**src/rtl/sbu_pkg.sv**
```systemverilog
package sbu_pkg;

    typedef enum logic [2:0] {
        SBU_NONE = 3'd0,
        SBU_PUSH = 3'd1,
        SBU_POP  = 3'd2,
        SBU_CALL = 3'd3,
        SBU_RET  = 3'd4,
        SBU_JMP  = 3'd5,
        SBU_JT   = 3'd6,
        SBU_JF   = 3'd7
    } sbu_op_e;

    // Per-operation control: which stack side it uses and whether pop data goes to a register.
    typedef struct packed {
        logic active;
        logic push;
        logic pop;
        logic writes_back;
    } sbu_ctl_t;

    function automatic sbu_ctl_t sbu_decode(sbu_op_e op);
        sbu_ctl_t c;
        c = '0;
        c.active = (op != SBU_NONE);
        c.push = (op == SBU_PUSH) || (op == SBU_CALL);
        c.pop = (op == SBU_POP) || (op == SBU_RET);
        c.writes_back = (op == SBU_POP);
        return c;
    endfunction

endpackage

```
**src/rtl/sbu_stack.sv**
```systemverilog
module sbu_stack
    import sbu_pkg::*;
#(
    parameter int W     = 16,
    parameter int DEPTH = 16
) (
    input  logic         clk,
    input  logic         rst,
    input  logic         push_en,
    input  logic [W-1:0] push_data,
    input  logic         pop_en,
    output logic [W-1:0] top_data,
    output logic         empty,
    output logic         full
);
    localparam int AW = (DEPTH < 2) ? 1 : $clog2(DEPTH);
    localparam int PW = $clog2(DEPTH + 1);

    logic [W-1:0]  mem [DEPTH];
    logic [PW-1:0] cnt;
    logic [AW-1:0] wr_idx;
    logic [AW-1:0] top_idx;

    assign wr_idx  = cnt[AW-1:0];
    assign top_idx = cnt[AW-1:0] - AW'(1);
    assign empty   = (cnt == '0);
    assign full    = (cnt == PW'(DEPTH));
    assign top_data = mem[top_idx];

    always_ff @(posedge clk) begin
        if (rst) begin
            cnt <= '0;
        end else if (push_en) begin
            cnt <= cnt + PW'(1);
        end else if (pop_en) begin
            cnt <= cnt - PW'(1);
        end
    end

    always_ff @(posedge clk) begin
        if (push_en) begin
            mem[wr_idx] <= push_data;
        end
    end

    // The controller must never push into a full stack nor pop an empty one.
    assert_no_overflow_R5: assert property (@(posedge clk) disable iff (rst)
        push_en |-> !full);
    assert_no_underflow_R4: assert property (@(posedge clk) disable iff (rst)
        pop_en |-> !empty);
    assert_one_side_R3: assert property (@(posedge clk) disable iff (rst)
        !(push_en && pop_en));

endmodule

```
**src/rtl/sbu_target.sv**
```systemverilog
module sbu_target
    import sbu_pkg::*;
#(
    parameter int W = 16
) (
    input  sbu_op_e      op,
    input  logic [W-1:0] opnd_a,
    input  logic [W-1:0] opnd_b,
    input  logic [W-1:0] fall_pc,
    input  logic [W-1:0] stack_top,
    output logic [W-1:0] target
);
    logic a_zero;
    assign a_zero = (opnd_a == '0);

    always_comb begin
        unique case (op)
            SBU_CALL,
            SBU_JMP:  target = opnd_a;
            SBU_RET:  target = stack_top;
            SBU_JT:   target = a_zero ? fall_pc : opnd_b;
            SBU_JF:   target = a_zero ? opnd_b : fall_pc;
            default:  target = fall_pc;
        endcase
    end

endmodule

```
**src/rtl/stack_branch_unit.sv**
```systemverilog
module stack_branch_unit
    import sbu_pkg::*;
#(
    parameter int          W        = 16,
    parameter int          DEPTH    = 16,
    parameter logic [15:0] RESET_PC = 16'h0000
) (
    input  logic         clk,
    input  logic         rst,
    input  logic         op_valid,
    input  logic [2:0]   op_code,
    input  logic [W-1:0] opnd_a,
    input  logic [W-1:0] opnd_b,
    input  logic [W-1:0] fall_pc,
    output logic [W-1:0] pc,
    output logic         wb_valid,
    output logic [W-1:0] wb_data,
    output logic         fault_under,
    output logic         fault_over
);
    sbu_op_e  op;
    sbu_ctl_t ctl;
    logic     fault_any, live, hit_over, hit_under, take;
    logic     push_en, pop_en, st_empty, st_full;
    logic [W-1:0] push_data, top_data, target;

    assign op        = sbu_op_e'(op_code);
    assign ctl       = sbu_decode(op);
    assign fault_any = fault_under | fault_over;
    assign live      = op_valid & ctl.active & ~fault_any;
    assign hit_over  = live & ctl.push & st_full;
    assign hit_under = live & ctl.pop & st_empty;
    assign take      = live & ~hit_over & ~hit_under;
    assign push_en   = take & ctl.push;
    assign pop_en    = take & ctl.pop;
    assign push_data = (op == SBU_CALL) ? fall_pc : opnd_a;

    sbu_stack #(.W(W), .DEPTH(DEPTH)) u_stack (
        .clk      (clk),
        .rst      (rst),
        .push_en  (push_en),
        .push_data(push_data),
        .pop_en   (pop_en),
        .top_data (top_data),
        .empty    (st_empty),
        .full     (st_full)
    );

    sbu_target #(.W(W)) u_target (
        .op       (op),
        .opnd_a   (opnd_a),
        .opnd_b   (opnd_b),
        .fall_pc  (fall_pc),
        .stack_top(top_data),
        .target   (target)
    );

    always_ff @(posedge clk) begin
        if (rst) begin
            pc          <= W'(RESET_PC);
            wb_valid    <= 1'b0;
            wb_data     <= '0;
            fault_under <= 1'b0;
            fault_over  <= 1'b0;
        end else begin
            wb_valid <= take & ctl.writes_back;
            if (take & ctl.writes_back) begin
                wb_data <= top_data;
            end
            if (take) begin
                pc <= target;
            end
            if (hit_under) begin
                fault_under <= 1'b1;
            end
            if (hit_over) begin
                fault_over <= 1'b1;
            end
        end
    end

    // Faults are sticky and freeze the program counter.
    assert_fault_sticky_R11: assert property (@(posedge clk) disable iff (rst)
        fault_any |=> (fault_under | fault_over));
    assert_pc_frozen_R11: assert property (@(posedge clk) disable iff (rst)
        fault_any |=> $stable(pc));
    // An unconditional jump lands on its operand.
    assert_jump_target_R6: assert property (@(posedge clk) disable iff (rst)
        (op_valid && op_code == 3'd5 && !fault_under && !fault_over) |=> (pc == $past(opnd_a)));
    // Write-back strobes only follow a presented pop.
    assert_wb_after_pop_R3: assert property (@(posedge clk) disable iff (rst)
        wb_valid |-> $past(op_valid && op_code == 3'd2));
    // Idle cycles never move the program counter.
    assert_idle_hold_R2: assert property (@(posedge clk) disable iff (rst)
        (!op_valid || op_code == 3'd0) |=> $stable(pc));

endmodule

```
**config.mk**
```make
export PLATFORM = sky130hd
export DESIGN_NAME = stack_branch_unit
export DESIGN_NICKNAME = d
export VERILOG_FILES = /design/src/rtl/sbu_pkg.sv /design/src/rtl/sbu_stack.sv /design/src/rtl/sbu_target.sv /design/src/rtl/stack_branch_unit.sv
export SDC_FILE = /design/constraint.sdc
export NUM_CORES = 1
export LEC_CHECK = 0
export BUFFER_PORTS_ARGS = -buffer_cell sky130_fd_sc_hd__buf_2
export CAP_MARGIN = 30
export CORE_MARGIN = 5
export CORE_UTILIZATION = 31
export DETAILED_ROUTE_END_ITERATION = 8
export PLACE_DENSITY_LB_ADDON = 0.05
export SYNTH_ARGS = -nofsm -noshare
export SYNTH_HDL_FRONTEND = slang
export SYNTH_SLANG_ARGS = --single-unit
```
**constraint.sdc**
```tcl
create_clock -name clk -period 6.1 [get_ports clk]
set_clock_uncertainty 0.1 [all_clocks]
set_input_delay 0.305 -clock clk [delete_from_list [all_inputs] [get_ports clk]]
set_output_delay 0.305 -clock clk [all_outputs]
set_load 0.01 [all_outputs]
```
==> flow_results.org <==
** CTS
- Maximum level of the CTS H-tree :: 2
- Once the clock tree was built, the resizer swapped 0 gates to a different size.
- Number of buffers between clock root and the deepest sink :: 3
- Post-CTS setup buffer count :: 0
- Clock slew at the register clock pins of the worst setup and hold paths :: 0.06 ns
- The clock net in this run drives a total of 296 sinks.
- Inserted Clock Buffers :: 36
- For the worst-skew pair, the clock arrives at the later sink with an insertion delay of 0.55 ns.
- TritonCTS built the clock tree.
- Clock Tree Root :: clkbuf_16
- Count of hold-fix buffers inserted at cts :: 0

** Synthesis
- Yosys printed 0 warnings.
- Cells after Synth :: between 1000 and 1500
- Main synth FF type :: edfxtp_1
- Share of the yosys chip area belonging to registers :: 64.0%
- The synthesized design contains 256 enable-type register cells.
- Fraction of synthesis flops using an asynchronous set or reset pin :: 0%
- The average instance in the mapped netlist occupies ~13 sq um.
- Register bit total from synthesis :: 296
- Counting distinct cell types in the post-synthesis netlist gives 45.
- Syn Nets :: 1067
- In this run the cell area of the synthesized design comes to 0.0133 sq mm.

** STA
- The final number of hold-violating endpoints is 0.
- Setup violations remaining at the end of the flow were counted as 0.
- Headroom to the max-slew limit came out at 35.4%.
- Actual transition at the worst max-transition pin :: 0.969 ns
- Unrepaired setup endpoints after global routing :: no
- Once routing completed, OpenROAD measured the worst setup slack at about 2.1 ns.
- After layout, the worst path uses between 60 and 70% of the clock period.
- Minimum period implied by the final worst setup slack :: 3.95 ns
- The number of max-slew violations in the final report was 0.
- Based on the critical path, the design can be clocked at up to roughly 0.25 GHz.
- Setup Total Neg Slack :: 0 ns

** Run status
- The flow ran to the end, and the final reports show no timing, DRC or antenna violations.

** Cells and area
- Nets :: approximately 1100
- Diode insertion count for antenna repair :: 0
- After filler insertion, the fill cell instance count of the layout stands at 4056.
- Final design area excluding fillers :: between 0.015 and 0.02 sq mm
- Synth-to-Final Area Change :: 16.7%
- The post-route netlist has 19.3% of its cells at a drive strength greater than 1.
- Share of the core filled with cells :: 36.7%

** Placed design
- After detailed placement, the total cell area comes to 0.0144 sq mm.
- OpenSTA, run right after detailed placement, puts the worst setup slack at 2.14 ns.
- Final GP Congestion :: 0.773
- The count of buffers added on input and output ports is 88.
- Once detailed placement completed, the half-perimeter wirelength came to roughly 28000 um.

** Setup path
- The worst setup path is captured at a flop.
- The worst setup path is launched from a flop.
- Crit path buf inv count :: 3
- The signal on the critical path passes through inv_2 > buf_4 > ha_1 > xor2_4 > buf_4 > nand3_1 > nand4_1 > o22ai_1 > a211oi_1 > a311oi_1.
- STA puts the critical path data arrival time at 4.25 ns.
- The critical path is of the flop to flop type.
- Along the worst path, the maximum fanout reaches between 60 and 70.
- At the worst endpoint, the required time is 6.40 ns.
- In this design, the stage delay of the slowest critical-path cell is around 0.63 ns.
- Top Family by Delay on Critical Path :: buffers and inverters
- Cell repeated most along the worst path :: buf_4
- Slowest stage cell, crit path :: buf_4

** GRT
- Via count of the first global-routing pass :: 8351
- The first global-routing pass estimated 64200 um of wire.
- The number of antenna violations at the first check in global routing is 0.
- Total track usage :: between 10% and 20%
- Remaining global-route overflow :: 0
- Maximum number of pins on one net before global-route repair :: 66

** Floorplan
- In this run the count of I/O pins placed on the die edge is between 80 and 90.
- In this run the vertical extent of the chip is 217 um.
- Chip width :: 217 um
- The die covers 0.0470 sq mm.
- The core region is around 0.042 sq mm.
- Placement Rows :: 75
- Initial core utilization :: 31.5%

** Worst hold path
- Worst hold path type :: input port to flop

** Power
- Dividing total power by cell area gives a power density of around 360 mW/mm^2.
- VDD sags by at most between 0.15 and 0.2 mV.
- Static power due to leakage :: 5.22 nW

** Drt
- Detailed-route DRC error count :: 0
- The count of nets left with antenna violations once routing finished came out at 0.
- After detailed routing, the average wire length per cell comes to 27.3 um.
- The pre-antenna-repair detailed-routing pass consisted of 5 iterations.
- In this run, the number of DRC markers left after iteration 0 of detailed routing was approximately 720.
- For this block, the routed nets add up to around 45000 um of wire.
- The detailed router placed 8714 vias in this run.
- After detailed routing, the number of vias per cell comes to 5.30.

** Job
- The tool flagged a number of max-cap violations equal to 0.
cell usage in the layout (no fill, tap or decap), types with 4 or more instances in the layout:
cell type	netlist	layout
nand2_1	37	37
a22o_1	16	16
nor2b_1	34	34
nor2_1	59	58
dfxtp_1	40	39
buf_4	3	19
xnor2_1	6	4
nand3_1	124	124
clkinv_2	0	7
buf_2	12	88
mux2_2	32	32
mux2i_1	126	126
a21oi_1	22	22
clkbuf_1	51	9
edfxtp_1	256	256
clkbuf_16	0	36
nand4_1	33	33
clkinv_1	0	8
ha_1	8	7
and2_1	16	11
a311oi_1	16	16
o22ai_1	16	16
o21a_1	16	16
nor4_1	5	5
and2_2	0	5
a211oi_1	32	32
worst paths after layout:
path | from | to | slack (ns) | cells past startpoint
setup / recovery | u_stack.cnt[0]$_SDFFE_PP0P_ | pc[12]$_SDFFE_PP0N_ | 2.15 | 10
hold / removal | opnd_b[13] | pc[13]$_SDFFE_PP0N_ | 0.04 | 4
setup reg to reg | u_stack.cnt[0]$_SDFFE_PP0P_ | pc[12]$_SDFFE_PP0N_ | 2.15 | 10
hold reg to reg | pc[0]$_SDFFE_PP0N_ | pc[0]$_SDFFE_PP0N_ | 0.39 | 2
synth_stat cells (2+ instances only):
cell type / number / share of area [%]
edfxtp_1: 256 / 58
mux2i_1: 126 / 9.5
nand3_1: 124 / 4.7
nor2_1: 59 / 1.7
clkbuf_1: 51 / 1.4
dfxtp_1: 40 / 6.0
nand2_1: 37 / 1.0
nor2b_1: 34 / 1.6
nand4_1: 33 / 1.6
a211oi_1: 32 / 1.8
mux2_2: 32 / 2.7
a21oi_1: 22 / 0.83
a22o_1: 16 / 1.1
a311oi_1: 16 / 1.1
and2_1: 16 / 0.75
o21a_1: 16 / 0.91
o22ai_1: 16 / 0.75
buf_2: 12 / 0.45
buf_1: 8 / 0.23
ha_1: 8 / 0.75
xnor2_1: 6 / 0.40
nor4_1: 5 / 0.24
a21o_1: 3 / 0.17
buf_4: 3 / 0.17
nand2b_1: 3 / 0.14
nor3b_1: 3 / 0.17
or3_1: 3 / 0.14
and3_1: 2 / 0.094
inv_1: 2 / 0.057
mux4_2: 2 / 0.34
nor3_2: 2 / 0.15
o21ai_0: 2 / 0.075
xor2_1: 2 / 0.13
state kept, by name (all words and copies together), names as in the netlist:
signal       cells
fault_over       1
fault_under      1
pc              16
u_stack.cnt      5
u_stack.mem    256
wb_data         16
wb_valid         1
cells by family after synthesis:
family | after synthesis | share of synthesized area, %
and+or+nand+nor | 329 | 12.9
DFF | 296 | 64.0
muxes | 160 | 12.6
AOI/OAI and AO/OA | 124 | 6.70
buffers and inverters | 78 | 2.46
adders and majority gates | 9 | 0.905
xor gates and xnor gates | 8 | 0.528
layer usage:
layer	global-route usage [%]	share of wire (%)	up-vias	routed length [um]
li1	-	-	4023	-
met1	27.4	48	4399	21400
met2	29.4	45	237	20400
met3	3.11	4.8	55	2150
met4	4.82	2.1	0	952
met5	0	0	-	0
per-stage QoR:
step                      instances  hold WS, ns  power, mW
after floorplan                1004        0.390       3.11
after global placement         1577        0.382       3.61
after detailed placement       1579        0.387       3.61
after CTS                      1645       0.0146       5.68
after global routing           1645       0.0493       5.85
final                          1645       0.0426       5.61
tightest hold or removal path, delay by kind of cell:
kind                   cells  cell delay [ns]
AO/OA/AOI/OAI              2             0.20
buffers and inverters      1             0.10
AND/OR/NAND/NOR            1             0.05
where the power goes:
part	internal, mW	switching (mW)	leakage (nW)
registers	2.24	0.0322	2.63
clock network	1.18	0.866	0.543
logic	0.449	0.838	2.05
total	3.87	1.74	5.22
layout make-up:
cell class,count,area [sq um],share of cell area [%]
multi-input combinational,630,4510,29.1
timing repair buffer,111,678,4.38
inverter,3,11.3,0.0728
clock buffer,45,935,6.04
tap,539,674,4.36
clock inverter,21,181,1.17
sequential,296,8490,54.8
Note: power is estimated with default switching activity, not from simulation.
